`src/rtl/flash_cmd_pkg.sv`:
```
package flash_cmd_pkg;

    typedef enum logic [2:0] {
        S_IDLE,
        S_PFX1,
        S_PFX2,
        S_DIS_A,
        S_DIS_B,
        S_DIS_C
    } seq_state_t;

    typedef struct packed {
        logic en;
        logic dis;
        logic id_in;
        logic id_out;
    } cmd_strobe_t;

endpackage

```
`src/rtl/cmd_seq_fsm.sv`:
```
module cmd_seq_fsm
    import flash_cmd_pkg::*;
#(
    parameter int ADDR_W = 15,
    parameter int DATA_W = 8,
    parameter logic [ADDR_W-1:0] KEY_ADDR1 = 15'h5555,
    parameter logic [ADDR_W-1:0] KEY_ADDR2 = 15'h2AAA,
    parameter logic [DATA_W-1:0] KEY1      = 8'hAA,
    parameter logic [DATA_W-1:0] KEY2      = 8'h55,
    parameter logic [DATA_W-1:0] OP_EN     = 8'hA0,
    parameter logic [DATA_W-1:0] OP_ERA    = 8'h80,
    parameter logic [DATA_W-1:0] OP_DIS    = 8'h20,
    parameter logic [DATA_W-1:0] OP_IDIN   = 8'h90,
    parameter logic [DATA_W-1:0] OP_IDOUT  = 8'hF0
) (
    input  logic              clk,
    input  logic              rst_n,
    input  logic              load_valid,
    input  logic [ADDR_W-1:0] load_addr,
    input  logic [DATA_W-1:0] load_data,
    output logic              is_cmd,
    output cmd_strobe_t       stb
);

    seq_state_t state, nxt;
    logic hit_k1, hit_k2, at_cmd;

    assign hit_k1 = (load_addr == KEY_ADDR1) && (load_data == KEY1);
    assign hit_k2 = (load_addr == KEY_ADDR2) && (load_data == KEY2);
    assign at_cmd = (load_addr == KEY_ADDR1);

    // state register
    always_ff @(posedge clk or negedge rst_n) begin
        if (!rst_n) state <= S_IDLE;
        else        state <= nxt;
    end

    // next state, command marking and strobes
    always_comb begin
        nxt    = state;
        is_cmd = 1'b0;
        stb    = '0;
        if (load_valid) begin
            unique case (state)
                S_IDLE: begin
                    if (hit_k1) begin nxt = S_PFX1; is_cmd = 1'b1; end
                end
                S_PFX1: begin
                    is_cmd = 1'b1;
                    if (hit_k2)      nxt = S_PFX2;
                    else if (hit_k1) nxt = S_PFX1;
                    else begin nxt = S_IDLE; is_cmd = 1'b0; end
                end
                S_PFX2: begin
                    nxt    = S_IDLE;
                    is_cmd = 1'b1;
                    if (at_cmd && load_data == OP_EN)         stb.en     = 1'b1;
                    else if (at_cmd && load_data == OP_IDIN)  stb.id_in  = 1'b1;
                    else if (at_cmd && load_data == OP_IDOUT) stb.id_out = 1'b1;
                    else if (at_cmd && load_data == OP_ERA)   nxt        = S_DIS_A;
                    else if (hit_k1)                          nxt        = S_PFX1;
                    else                                      is_cmd     = 1'b0;
                end
                S_DIS_A: begin
                    if (hit_k1) begin nxt = S_DIS_B; is_cmd = 1'b1; end
                    else nxt = S_IDLE;
                end
                S_DIS_B: begin
                    is_cmd = 1'b1;
                    if (hit_k2)      nxt = S_DIS_C;
                    else if (hit_k1) nxt = S_PFX1;
                    else begin nxt = S_IDLE; is_cmd = 1'b0; end
                end
                S_DIS_C: begin
                    is_cmd = 1'b1;
                    if (at_cmd && load_data == OP_DIS) begin
                        nxt     = S_IDLE;
                        stb.dis = 1'b1;
                    end
                    else if (hit_k1) nxt = S_PFX1;
                    else begin nxt = S_IDLE; is_cmd = 1'b0; end
                end
                default: nxt = S_IDLE;
            endcase
        end
    end

    // a load treated as data leaves the decoder idle
    p_abort_idle_r11: assert property (@(posedge clk) disable iff (!rst_n)
        (load_valid && !is_cmd) |=> (state == S_IDLE));

    // a completed command returns the decoder to idle
    p_cmd_done_idle_r2: assert property (@(posedge clk) disable iff (!rst_n)
        (stb.en || stb.dis || stb.id_in || stb.id_out) |=> (state == S_IDLE));

endmodule

```
`src/rtl/cmd_mode_regs.sv`:
```
module cmd_mode_regs
    import flash_cmd_pkg::*;
(
    input  logic        clk,
    input  logic        rst_n,
    input  logic        load_valid,
    input  logic        is_cmd,
    input  cmd_strobe_t stb,
    input  logic        prog_done,
    output logic        protect_on,
    output logic        ident_mode,
    output logic        wr_allow
);

    logic win_open, arm_set, arm_clr;

    always_ff @(posedge clk or negedge rst_n) begin
        if (!rst_n) begin
            protect_on <= 1'b0;
            ident_mode <= 1'b0;
            win_open   <= 1'b0;
            arm_set    <= 1'b0;
            arm_clr    <= 1'b0;
        end else begin
            if (prog_done) begin
                if (arm_set)      protect_on <= 1'b1;
                else if (arm_clr) protect_on <= 1'b0;
                win_open <= 1'b0;
                arm_set  <= 1'b0;
                arm_clr  <= 1'b0;
            end
            if (stb.en) begin
                win_open <= 1'b1;
                arm_set  <= 1'b1;
                arm_clr  <= 1'b0;
            end
            if (stb.dis) begin
                win_open <= 1'b1;
                arm_clr  <= 1'b1;
                arm_set  <= 1'b0;
            end
            if (stb.id_in)  ident_mode <= 1'b1;
            if (stb.id_out) ident_mode <= 1'b0;
        end
    end

    assign wr_allow = load_valid && !is_cmd && (!protect_on || win_open);

    // protection only moves right after a program cycle ends
    p_prot_at_done_r6: assert property (@(posedge clk) disable iff (!rst_n)
        (protect_on != $past(protect_on)) |-> $past(prog_done));

    // a finished program cycle leaves no window open unless a new code came in
    p_window_close_r12: assert property (@(posedge clk) disable iff (!rst_n)
        ($past(prog_done) && !$past(stb.en) && !$past(stb.dis)) |-> !win_open);

endmodule

```
`src/rtl/ident_lookup.sv`:
```
module ident_lookup #(
    parameter int ADDR_W = 15,
    parameter int DATA_W = 8,
    parameter logic [DATA_W-1:0] MFR_CODE = 8'h1F,
    parameter logic [DATA_W-1:0] DEV_CODE = 8'hDC
) (
    input  logic              ident_mode,
    input  logic [ADDR_W-1:0] rd_addr,
    output logic              id_hit,
    output logic [DATA_W-1:0] id_byte
);

    assign id_hit  = ident_mode && (rd_addr[ADDR_W-1:1] == '0);
    assign id_byte = !id_hit    ? '0 :
                     rd_addr[0] ? DEV_CODE : MFR_CODE;

endmodule

```
`src/rtl/flash_cmd_decoder.sv`:
```
module flash_cmd_decoder
    import flash_cmd_pkg::*;
#(
    parameter int ADDR_W = 15,
    parameter int DATA_W = 8
) (
    input  logic              clk,
    input  logic              rst_n,
    input  logic              load_valid,
    input  logic [ADDR_W-1:0] load_addr,
    input  logic [DATA_W-1:0] load_data,
    input  logic              prog_done,
    input  logic [ADDR_W-1:0] rd_addr,
    output logic              protect_on,
    output logic              ident_mode,
    output logic              load_is_cmd,
    output logic              wr_allow,
    output logic              id_hit,
    output logic [DATA_W-1:0] id_byte
);

    cmd_strobe_t stb;

    cmd_seq_fsm #(.ADDR_W(ADDR_W), .DATA_W(DATA_W)) u_fsm (
        .clk        (clk),
        .rst_n      (rst_n),
        .load_valid (load_valid),
        .load_addr  (load_addr),
        .load_data  (load_data),
        .is_cmd     (load_is_cmd),
        .stb        (stb)
    );

    cmd_mode_regs u_modes (
        .clk        (clk),
        .rst_n      (rst_n),
        .load_valid (load_valid),
        .is_cmd     (load_is_cmd),
        .stb        (stb),
        .prog_done  (prog_done),
        .protect_on (protect_on),
        .ident_mode (ident_mode),
        .wr_allow   (wr_allow)
    );

    ident_lookup #(.ADDR_W(ADDR_W), .DATA_W(DATA_W)) u_ident (
        .ident_mode (ident_mode),
        .rd_addr    (rd_addr),
        .id_hit     (id_hit),
        .id_byte    (id_byte)
    );

    // identity mode is entered only by the 90 command at the first key address
    p_ident_rise_r8: assert property (@(posedge clk) disable iff (!rst_n)
        $rose(ident_mode) |-> $past(load_valid && load_is_cmd &&
                                    load_addr == 15'h5555 && load_data == 8'h90));

    // identity mode is left only by the F0 command at the first key address
    p_ident_fall_r9: assert property (@(posedge clk) disable iff (!rst_n)
        $fell(ident_mode) |-> $past(load_valid && load_is_cmd &&
                                    load_addr == 15'h5555 && load_data == 8'hF0));

    // a consumed command byte never writes the array
    p_cmd_no_write_r5: assert property (@(posedge clk) disable iff (!rst_n)
        load_is_cmd |-> !wr_allow);

endmodule

```
`config.mk`:
```
export PLATFORM = sky130hd
export DESIGN_NAME = flash_cmd_decoder
export DESIGN_NICKNAME = d
export VERILOG_FILES = /design/src/rtl/flash_cmd_pkg.sv /design/src/rtl/cmd_seq_fsm.sv /design/src/rtl/cmd_mode_regs.sv /design/src/rtl/ident_lookup.sv /design/src/rtl/flash_cmd_decoder.sv
export SDC_FILE = /design/constraint.sdc
export NUM_CORES = 1
export LEC_CHECK = 0
export BUFFER_PORTS_ARGS = -buffer_cell sky130_fd_sc_hd__buf_2
export CORE_MARGIN = 8
export CORE_UTILIZATION = 45
export CTS_BUF_LIST = sky130_fd_sc_hd__clkbuf_8
export DETAILED_ROUTE_END_ITERATION = 6
export PLACE_DENSITY = 0.81
export SETUP_SLACK_MARGIN = 0.02
export SLEW_MARGIN = 10
export SYNTH_ARGS = -nofsm -noshare
export SYNTH_HDL_FRONTEND = slang
export SYNTH_HIERARCHICAL = 1
export SYNTH_SLANG_ARGS = --single-unit
```
`constraint.sdc`:
```
create_clock -name clk -period 2.1 [get_ports clk]
set_input_delay 0.21 -clock clk [delete_from_list [all_inputs] [get_ports clk]]
set_output_delay 0.21 -clock clk [all_outputs]
set_load 0.02 [all_outputs]
```
==> run summary <==
==============================================================================
Largest area contributor in the netlist                           sky130_fd_sc_hd__dfrtp_1
Area fraction of the dominant cell type after synthesis                  0.205
HPWL after DPL                                                         2.52 mm
Skew final                                                          0.00179 ns
Post-synth top flop                                               sky130_fd_sc_hd__dfrtp_1
NumNets Final                                                              210
Post-synthesis sequential area ratio                                     0.205
Via count of the first global-routing pass                                1161
Critical path class                                                  in -> out
Yosys synthesis warning count                                                6
Final critical path time including I/O delays and setup                1.95 ns
Worst IR drop on VDD                                                    293 uV
Setup slack at placement                                              0.116 ns
Number of register bits inferred by synthesis                                8
Achievable clock frequency                                           0.513 GHz
Number of synthesized flops with an enable pin                               0
Die W                                                                  62.6 um
Per-instance average area after synthesis                             8.29 um2
Remaining global-route overflow                                              0
Placeable Area                                                        2130 um2
Total CTS buffers                                                            3
Final Worst Setup Slack                                               0.151 ns
Leakage power of the design                                           0.593 nW
Number of different library cells in the post-synthesis netlist             49
Number of cell rows                                                         17
Setup tns final                                                           0 ns
Setup repair after global routing missed its margin                         no
Worst-path clk slew                                                    0.04 ns
Number of remaining DRC errors                                               0
Total setup violations reported at the end of the flow                       0
Type of element launching the critical path                       primary input
Number of placed instances, taps included                                  189
Post-layout util                                                         0.611
Total number of vias                                                      1103
Count of endpoints failing hold in the final timing report                   0
Number of cells produced by synthesis                                      118
Buffer levels on the longest clock path                                      2
Routed Wire Length                                                     2.95 mm
Area contributors post-synth                                      sky130_fd_sc_hd__dfrtp_1 20%, sky130_fd_sc_hd__buf_4 5.4%, sky130_fd_sc_hd__nor3b_1 4.6%
Diodes inserted                                                              0
Clock network latency to the later pin of the worst-skew pair          0.22 ns
Final max-slew violation count                                               0
Average wire length per cell after detail routing                      15.2 um
Vias per cell                                                             5.69
Endpoint required time on the critical path                            1.89 ns
Synth async-reset ratio                                                   1.00
Antenna violation net count after detailed routing                           0
Clock sink count                                                             8
Finished Cell Area                                                    1300 um2
Synth-to-Final Area Change                                               32.9%
Non-Filler Instances                                                       194
Initial core utilization                                                 0.460
Initial antenna violation count                                              0
Number of port buffers                                                      53
Total die area                                                        3920 um2
GRT Util Overall                                                         0.148
Worst min-delay path class                                           in -> reg
First-iteration detailed-routing DRC count                                  38
Power density normalized to cell area                               334 nW/um2
TritonCTS clock tree                                                      done
Clock root buffer                                                 sky130_fd_sc_hd__clkbuf_8
I/O pin count                                                               55
Pin count of the biggest net entering global routing                        12
Placed Area                                                           1230 um2
Run status                                                        finished, final reports clean
Critical path endpoint category                                    output port
Peak fanout along the critical path                                          5
Maximum level of the CTS H-tree                                              1
Area of the mapped netlist                                             978 um2
Final worst path period share                                            0.928
Proportion of layout cells with a drive suffix above 1                   0.470
Final GP Congestion                                                      0.852
Max-cap violation count                                                      0
Detailed-router iteration count before antenna repair                        4
Endpoint arrival time on the critical path                             1.74 ns
Die Height                                                             62.6 um
Wire length of the first global-routing pass                           5.00 mm
Post-Syn Nets                                                              160
==============================================================================
[through the flow]
step | hold slack [ns] | power, mW
after floorplan | -0.0856 | 0.202
after global placement | 0.0572 | 0.255
after detailed placement | 0.0614 | 0.259
after CTS | 0.292 | 0.438
after global routing | 0.308 | 0.456
final | 0.293 | 0.434
[synthesized netlist by cell type, drive strengths merged (2+ instances only)]
| cell | count |
|---|---|
| buf | 11 |
| nor4 | 6 |
| o21ai | 2 |
| nor2b | 4 |
| nor4b | 3 |
| a21oi | 3 |
| nor3 | 9 |
| or3 | 2 |
| o31ai | 3 |
| nor4bb | 4 |
| or3b | 2 |
| nor2 | 6 |
| or4 | 3 |
| nor3b | 6 |
| dfrtp | 8 |
| nand3b | 2 |
| nand4 | 3 |
| nand2 | 10 |
| xnor2 | 3 |
| and4b | 3 |
| nand3 | 4 |
| inv | 4 |
[critical path, stage by stage]
cell and delay [ns]:
sky130_fd_sc_hd__buf_2 0.10, sky130_fd_sc_hd__or3b_1 0.49, sky130_fd_sc_hd__nor3_1 0.30, sky130_fd_sc_hd__nor3_1 0.11, sky130_fd_sc_hd__a221oi_2 0.27, sky130_fd_sc_hd__nor3b_1 0.09
sky130_fd_sc_hd__buf_2 0.17
[cell families (layout without fill, tap and decap cells)]
| kind of cell | count (synthesis) | count (layout) | synth area share |
|---|---|---|---|
| flops | 8 | 8 | 0.205 |
| buf+inv | 16 | 64 | 0.0933 |
| other cells | 1 | 1 | 0.00383 |
| simple gates | 72 | 72 | 0.535 |
| xor+xnor | 3 | 3 | 0.0269 |
| compound gates | 18 | 18 | 0.137 |
[layer usage]
| metal | part of all wire | up-vias | global-route usage |
|---|---|---|---|
| met3 | 0.057 | 2 | 0.0394 |
| met4 | 0.0027 | 0 | 0.0399 |
| met2 | 0.55 | 45 | 0.266 |
| met1 | 0.39 | 511 | 0.166 |
| li1 | - | 545 | - |
| met5 | 0 | - | 0 |
[placed cells by master, fill, tap and decap left out, types with 4 or more instances in the layout]
| master | Yosys | routed |
|---|---|---|
| sky130_fd_sc_hd__nor2_1 | 6 | 6 |
| sky130_fd_sc_hd__nor4_1 | 6 | 4 |
| sky130_fd_sc_hd__nor3_1 | 8 | 7 |
| sky130_fd_sc_hd__dfrtp_1 | 8 | 8 |
| sky130_fd_sc_hd__nor3b_1 | 6 | 6 |
| sky130_fd_sc_hd__buf_2 | 4 | 53 |
| sky130_fd_sc_hd__nand2_1 | 10 | 10 |
[timing repair]
action / in CTS / in global routing
hold endpoints to repair: 8 / 0
hold buffers: 1 / 0
setup endpoints to repair: 0 / 2
buffers inserted: 0 / 1
gates resized for setup: 0 / 2
[report_power, final]
group          leakage [nW]  internal [mW]  switching (mW)
logic                 0.460         0.0511          0.0533
clock network        0.0216          0.123          0.0514
registers             0.112          0.155     0.000000429
[state kept, by name, indices dropped and copies added, names as in the netlist]
register,count
u_modes/win_open,1
u_modes/arm_clr,1
u_modes/protect_on,1
u_modes/arm_set,1
u_modes/ident_mode,1
u_fsm/state,3
[path summary, 6_finish.rpt]
kind / end / cells past startpoint / from / slack [ns]
hold reg to reg: u_modes/win_open / 1 / u_modes/win_open / 0.50
min in group asynchronous: u_modes/protect_on / 2 / rst_n / 0.36
max in group asynchronous: u_modes/ident_mode / 2 / rst_n / 1.58
hold / removal: u_modes/protect_on / 2 / prog_done / 0.29
setup reg to reg: u_modes/arm_clr / 6 / u_fsm/state[2] / 0.29
setup / recovery: wr_allow / 7 / load_addr[13] / 0.15
[layout make-up]
type                    count  area (um2)
fillers                   201         827
inverters                   4        15.0
clock buffers               3        41.3
multi-input cells          94         711
well taps                  28        35.0
repair buffers             57         298
flip-flops and latches      8         200
No activity file was read; power rests on OpenSTA's default activity.
